`src/rtl/rtat_pkg.sv`:
```
package rtat_pkg;
  localparam int unsigned REG_W  = 64;
  localparam int unsigned HALF_W = REG_W / 2;
  localparam int unsigned NBYTES = HALF_W / 8;

  typedef logic [REG_W-1:0]  reg64_t;
  typedef logic [HALF_W-1:0] half_t;
  typedef logic [NBYTES-1:0] be_t;

  typedef enum logic [2:0] {
    SEL_NONE,
    SEL_CMP_LO,
    SEL_CMP_HI,
    SEL_CNT_LO,
    SEL_CNT_HI
  } sel_e;

  // Replace the enabled bytes of one half of a 64-bit value.
  function automatic reg64_t put_half(reg64_t old, logic hi, half_t wd, be_t be);
    reg64_t r;
    r = old;
    for (int b = 0; b < int'(NBYTES); b++) begin
      if (be[b]) begin
        if (hi) r[HALF_W + 8*b +: 8] = wd[8*b +: 8];
        else    r[8*b +: 8]          = wd[8*b +: 8];
      end
    end
    return r;
  endfunction
endpackage

```
`src/rtl/rtat_regif.sv`:
```
module rtat_regif
  import rtat_pkg::*;
#(
  parameter int unsigned ADDR_W  = 16,
  parameter int unsigned CMP_OFS = 'h4000,
  parameter int unsigned CNT_OFS = 'hBFF8
) (
  input  logic              clk,
  input  logic              rst_n,
  input  logic              bus_rd,
  input  logic              bus_wr,
  input  logic [ADDR_W-1:0] bus_addr,
  input  reg64_t            cnt_val,
  input  reg64_t            cmp_val,
  output logic              cnt_we,
  output logic              cmp_we,
  output logic              half_hi,
  output half_t             bus_rdata,
  output logic              bus_ready
);
  localparam logic [ADDR_W-1:0] A_CMP_LO = ADDR_W'(CMP_OFS);
  localparam logic [ADDR_W-1:0] A_CMP_HI = ADDR_W'(CMP_OFS + 4);
  localparam logic [ADDR_W-1:0] A_CNT_LO = ADDR_W'(CNT_OFS);
  localparam logic [ADDR_W-1:0] A_CNT_HI = ADDR_W'(CNT_OFS + 4);

  sel_e  sel;
  half_t rd_word;

  always_comb begin
    unique case (bus_addr)
      A_CMP_LO: sel = SEL_CMP_LO;
      A_CMP_HI: sel = SEL_CMP_HI;
      A_CNT_LO: sel = SEL_CNT_LO;
      A_CNT_HI: sel = SEL_CNT_HI;
      default:  sel = SEL_NONE;
    endcase
  end

  assign cnt_we  = bus_wr && (sel == SEL_CNT_LO || sel == SEL_CNT_HI);
  assign cmp_we  = bus_wr && (sel == SEL_CMP_LO || sel == SEL_CMP_HI);
  assign half_hi = (sel == SEL_CNT_HI) || (sel == SEL_CMP_HI);

  always_comb begin
    unique case (sel)
      SEL_CMP_LO: rd_word = cmp_val[HALF_W-1:0];
      SEL_CMP_HI: rd_word = cmp_val[REG_W-1:HALF_W];
      SEL_CNT_LO: rd_word = cnt_val[HALF_W-1:0];
      SEL_CNT_HI: rd_word = cnt_val[REG_W-1:HALF_W];
      default:    rd_word = '0;
    endcase
  end

  always_ff @(posedge clk or negedge rst_n) begin
    if (!rst_n) begin
      bus_ready <= 1'b0;
      bus_rdata <= '0;
    end else begin
      bus_ready <= bus_rd || bus_wr;
      bus_rdata <= bus_rd ? rd_word : '0;
    end
  end

  assert_ready_follows_R10: assert property (@(posedge clk) disable iff (!rst_n)
    (bus_rd || bus_wr) |=> bus_ready);
  assert_ready_idle_R10: assert property (@(posedge clk) disable iff (!rst_n)
    !(bus_rd || bus_wr) |=> !bus_ready && bus_rdata == '0);
  assert_unmapped_zero_R9: assert property (@(posedge clk) disable iff (!rst_n)
    (bus_rd && sel == SEL_NONE) |=> bus_rdata == '0);
  assert_one_target_R4: assert property (@(posedge clk) disable iff (!rst_n)
    !(cnt_we && cmp_we));
endmodule

```
`src/rtl/rtat_counter.sv`:
```
module rtat_counter
  import rtat_pkg::*;
(
  input  logic   clk,
  input  logic   rst_n,
  input  logic   tick_en,
  input  logic   we,
  input  logic   hi,
  input  half_t  wdata,
  input  be_t    be,
  output reg64_t cnt_q
);
  always_ff @(posedge clk or negedge rst_n) begin
    if (!rst_n)       cnt_q <= '0;
    else if (we)      cnt_q <= put_half(cnt_q, hi, wdata, be);
    else if (tick_en) cnt_q <= cnt_q + 64'd1;
  end

  assert_tick_step_R2: assert property (@(posedge clk) disable iff (!rst_n)
    (!we && tick_en) |=> cnt_q == $past(cnt_q) + 64'd1);
  assert_hold_R2: assert property (@(posedge clk) disable iff (!rst_n)
    (!we && !tick_en) |=> $stable(cnt_q));
  assert_write_wins_R6: assert property (@(posedge clk) disable iff (!rst_n)
    (we && tick_en && !hi && be == '1) |=>
      cnt_q[HALF_W-1:0] == $past(wdata) && cnt_q[REG_W-1:HALF_W] == $past(cnt_q[REG_W-1:HALF_W]));
endmodule

```
`src/rtl/rtat_compare.sv`:
```
module rtat_compare
  import rtat_pkg::*;
(
  input  logic   clk,
  input  logic   rst_n,
  input  logic   we,
  input  logic   hi,
  input  half_t  wdata,
  input  be_t    be,
  input  reg64_t cnt,
  output reg64_t cmp_q,
  output logic   irq
);
  always_ff @(posedge clk or negedge rst_n) begin
    if (!rst_n)  cmp_q <= '1;
    else if (we) cmp_q <= put_half(cmp_q, hi, wdata, be);
  end

  assign irq = (cnt >= cmp_q);

  assert_cmp_hold_R8: assert property (@(posedge clk) disable iff (!rst_n)
    !we |=> $stable(cmp_q));
  assert_cmp_other_half_R5: assert property (@(posedge clk) disable iff (!rst_n)
    (we && !hi) |=> cmp_q[REG_W-1:HALF_W] == $past(cmp_q[REG_W-1:HALF_W]));
endmodule

```
`src/rtl/rt_alarm_timer.sv`:
```
module rt_alarm_timer
  import rtat_pkg::*;
#(
  parameter int unsigned ADDR_W  = 16,
  parameter int unsigned CMP_OFS = 'h4000,
  parameter int unsigned CNT_OFS = 'hBFF8
) (
  input  logic              clk,
  input  logic              rst_n,
  input  logic              tick_en,
  input  logic              bus_rd,
  input  logic              bus_wr,
  input  logic [ADDR_W-1:0] bus_addr,
  input  logic [31:0]       bus_wdata,
  input  logic [3:0]        bus_be,
  output logic [31:0]       bus_rdata,
  output logic              bus_ready,
  output logic              irq_timer
);
  reg64_t cnt_q, cmp_q;
  logic   cnt_we, cmp_we, half_hi;

  rtat_regif #(.ADDR_W(ADDR_W), .CMP_OFS(CMP_OFS), .CNT_OFS(CNT_OFS)) u_regif (
    .clk(clk), .rst_n(rst_n), .bus_rd(bus_rd), .bus_wr(bus_wr), .bus_addr(bus_addr),
    .cnt_val(cnt_q), .cmp_val(cmp_q), .cnt_we(cnt_we), .cmp_we(cmp_we),
    .half_hi(half_hi), .bus_rdata(bus_rdata), .bus_ready(bus_ready)
  );

  rtat_counter u_counter (
    .clk(clk), .rst_n(rst_n), .tick_en(tick_en), .we(cnt_we), .hi(half_hi),
    .wdata(bus_wdata), .be(bus_be), .cnt_q(cnt_q)
  );

  rtat_compare u_compare (
    .clk(clk), .rst_n(rst_n), .we(cmp_we), .hi(half_hi), .wdata(bus_wdata),
    .be(bus_be), .cnt(cnt_q), .cmp_q(cmp_q), .irq(irq_timer)
  );

  assert_irq_cause_R3: assert property (@(posedge clk) disable iff (!rst_n)
    $rose(irq_timer) |-> (cnt_q != $past(cnt_q)) || (cmp_q != $past(cmp_q)));
  assert_irq_quiet_R3: assert property (@(posedge clk) disable iff (!rst_n)
    (!tick_en && !cnt_we && !cmp_we) |=> $stable(irq_timer));
endmodule

```
`config.mk`:
```
export PLATFORM = sky130hd
export DESIGN_NAME = rt_alarm_timer
export DESIGN_NICKNAME = d
export VERILOG_FILES = /design/src/rtl/rtat_pkg.sv /design/src/rtl/rtat_regif.sv /design/src/rtl/rtat_counter.sv /design/src/rtl/rtat_compare.sv /design/src/rtl/rt_alarm_timer.sv
export SDC_FILE = /design/constraint.sdc
export NUM_CORES = 1
export LEC_CHECK = 0
export BUFFER_PORTS_ARGS = -buffer_cell sky130_fd_sc_hd__buf_2
export CORE_ASPECT_RATIO = 1.4
export CORE_MARGIN = 10
export CORE_UTILIZATION = 61
export DETAILED_ROUTE_END_ITERATION = 8
export GPL_TIMING_DRIVEN = 0
export MAX_ROUTING_LAYER = met4
export PLACE_DENSITY = 0.81
export SYNTH_ARGS = -nofsm -noshare
export SYNTH_HDL_FRONTEND = slang
export SYNTH_SLANG_ARGS = --single-unit
```
`constraint.sdc`:
```
create_clock -name clk -period 3.55 [get_ports clk]
set_clock_uncertainty 0.15 [all_clocks]
set_input_delay 0.5325 -clock clk [delete_from_list [all_inputs] [get_ports clk]]
set_output_delay 0.5325 -clock clk [all_outputs]
set_load 0.03 [all_outputs]
```
==> flow_metrics.tcl <==
set metrics [dict create \
    slew_headroom_pct 30.7 \
    die_width_um 131 \
    post_drt_wl_per_cell_um 27.4 \
    gr-usage-met1_pct 38.2 \
    synthFlopType "dfrtp_1" \
    firstDrtPassIters 6 \
    rows 57 \
    cp_max_fo 3 \
    period_minus_slack_ns 3.65 \
    timing_worst_setup_path_type "flip-flop to output port" \
    antenna_found_initial 0 \
    drive_gt1_share_pct 25.0 \
    setup_viol 1 \
    numCtsBuffers 17 \
    grt_start_max_net_pins 98 \
    end_kind "output port" \
    track_usage_pct 35.5 \
    drv_cap 0 \
    dp_hpwl_mm 30.1 \
    num_io_pins 91 \
    synth-warning-count 0 \
    worst_slack_ns -0.101 \
    synth_edf_count 0 \
    start_util_pct 61.5 \
    synth_fp_nets 1255 \
    drc_errors 0 \
    cts_buffer_depth 2 \
    clockRootBuffer "clkbuf_16" \
    layout_common_cells "a21oi_1 (104), dfrtp_1 (96), nand2_1 (91), buf_2 (89), inv_1 (73)" \
    fin_crit_sh_pct 103 \
    nets 1364 \
    coreArea_sq_um 17300 \
    synthTopCellsByArea "dfrtp_1 (23%), dfstp_2 (16%), ha_1 (7.7%)" \
    violations "setup timing" \
    antenna_left 0 \
    final-instance-count-excl-fill 1491 \
    grt_pass1_vias 10700 \
    yosys.cell_types.count 73 \
    drtIter0Drc 1245 \
    arrival_ns 2.97 \
    synth_seq_cells 161 \
    n_antenna_cell 0 \
    power_density_nw_per_um2 382 \
    io_buffers 87 \
    vias_per_cell 6.94 \
    holdCritPathClass "input port to flip-flop" \
    global_route.usage.met3_pct 5.40 \
    ys_async_sr_fraction_pct 100 \
    synth_top_cell_by_area "dfrtp_1" \
    globalplace.congestion 1.03 \
    cp.required_ns 2.87 \
    pwr-share-seq_pct 44.4 \
    area_growth_pct 14.8 \
    drt-total-wl_mm 40.9 \
    cts_tree "yes" \
    die_h_um 176 \
    final_design_area_no_fill_sq_um 12200 \
    fin_setup_tns_ns -0.101 \
    synth_top_cell_area_share_pct 22.9 \
    outcome "complete, but fails checks" \
    clkPwrFrac_pct 41.1 \
    finalMaxSlewViolations 0 \
    startpoint_type "flip-flop" \
    syn-mean-instance-area_sq_um 9.37 \
    final_common_cell "a21oi_1" \
    grt_busiest_layer "met2" \
    ir_drop_v 0.000275 \
    clkLatencyLatePin_ns 0.44 \
    dieArea_sq_um 23100 \
    num_vias 10300 \
    rsz0062_at_grt "yes" \
    p_int_mw 3.24 \
    switching_share_pct 30.3 \
    placed_area_sq_um 11400 \
    hold_viol 0 \
    clk_pin_slew_worst_paths_ns 0.07 \
    fmax_mhz 274 \
    cts_sinks 161 \
    grtUsageMet2_pct 60.2 \
    grt-ovfl-total 0 \
    switchingPower_mw 1.41 \
    synth_seq_area_share_pct 38.7 \
    htree_levels 4 \
    worst_pin_slew_ns 1.04 \
    place_inst 1457 \
    netlist_area_sq_um 10600 \
    grt_pass1_wl_mm 61.8 \
    p_comb_share_pct 14.5 \
    p_leak_nw 5.20 \
    syn_inst 1133 \
]
critical path, stage by stage (launching register included):
cell       delay (ns)
dfstp_2          0.55
inv_1            0.07
ha_4             0.27
nand4_1          0.17
or2_4            0.33
a2111oi_4        0.37
or4_4            0.24
a21oi_4          0.08
o311ai_4         0.25
buf_6            0.18
sequential cells by signal, indices dropped and copies added (netlist names):
name,cells
u_counter.cnt_q,64
u_regif.bus_ready,1
u_compare.cmp_q,64
u_regif.bus_rdata,32
cell families after synthesis:
logic type | share of synthesized area [%]
AO/OA/AOI/OAI | 16.1
adder cells (fa/ha/maj) | 7.66
buffers and inverters | 4.95
flip-flops | 38.7
multiplexers | 13.2
AND/OR/NAND/NOR | 19.4
metal layers:
metal | vias up | routed length (um)
li1 | 4443 | -
met4 | 0 | 2920
met1 | 5000 | 14300
met3 | 208 | 3360
met2 | 696 | 20300
met5 | - | 0
Yosys cell counts (3+ instances only):
cell / count
nor4_2: 4
inv_1: 75
a211oi_1: 6
nor3_1: 30
and3_1: 14
nor2_1: 46
or2_2: 11
or3_1: 6
mux2i_1: 68
o21bai_1: 3
dfstp_2: 64
o21ai_0: 41
o41ai_1: 6
o22a_1: 5
nor4_1: 12
o32ai_1: 8
or4_1: 4
nand3_1: 42
buf_1: 7
a41oi_1: 3
nand2_1: 91
a21oi_1: 105
ha_1: 65
buf_2: 4
a2111oi_0: 3
nor4_4: 3
dfrtp_1: 97
o22ai_1: 54
clkbuf_1: 30
a2bb2oi_1: 8
a21o_1: 8
nor2b_1: 3
and4_1: 5
and3_2: 6
a31oi_1: 6
and2_1: 38
mux2_2: 64
nand4_1: 40
cell type report:
class	count	area, sq um
timing repair buffer	90	493
multi-input combinational	848	6160
inverter	75	282
tap	236	295
clock inverter	13	150
buffer	49	244
fill	1323	5080
clock buffer	19	443
sequential	161	4110
metrics by stage:
| step | setup WS (ns) | util (%) | hold WS [ns] | total power [mW] |
|---|---|---|---|---|
| 2_1_floorplan | 0.276 | - | 0.0869 | 2.40 |
| 3_3_place_gp | -0.524 | 65.7 | 0.441 | 2.64 |
| 3_5_place_dp | -0.177 | 65.9 | 0.411 | 2.67 |
| 4_1_cts | 0.00560 | 70.2 | 0.217 | 4.60 |
| 5_1_grt | -0.130 | 70.6 | 0.236 | 4.77 |
| 6_report | -0.101 | 70.6 | 0.227 | 4.65 |
power by group through the flow:
| stage | Combinational [mW] | Clock, mW | Sequential [mW] |
|---|---|---|---|
| after floorplan | 0.367 | 0 | 2.04 |
| after global placement | 0.561 | 0 | 2.08 |
| after CTS | 0.649 | 1.90 | 2.05 |
| after global routing | 0.729 | 1.96 | 2.07 |
| final | 0.674 | 1.91 | 2.07 |
| after detailed placement | 0.590 | 0 | 2.08 |
repair_timing:
item / in CTS / in global routing
gates cloned: 0 / 0
buffers inserted: 1 / 0
endpoints found under the hold margin: 36 / 0
pin swaps: 5 / 4
resized for setup: 21 / 9
hold buffers: 1 / 0
endpoints found under the setup margin: 1 / 9
worst paths after layout:
| check | start | end | slack [ns] | depth (start not counted) |
|---|---|---|---|---|
| max | u_compare.cmp_q[15] | irq_timer | -0.10 | 9 |
| min | bus_wdata[6] | u_compare.cmp_q[38] | 0.23 | 2 |
| max reg2reg | u_counter.cnt_q[10] | u_counter.cnt_q[60] | 0.14 | 6 |
| min reg2reg | u_counter.cnt_q[0] | u_counter.cnt_q[0] | 0.48 | 2 |
| max in group asynchronous | rst_n | u_counter.cnt_q[0] | 1.83 | 3 |
| min in group asynchronous | rst_n | u_regif.bus_rdata[18] | 0.49 | 2 |
Note: power is estimated with default switching activity, not from simulation.
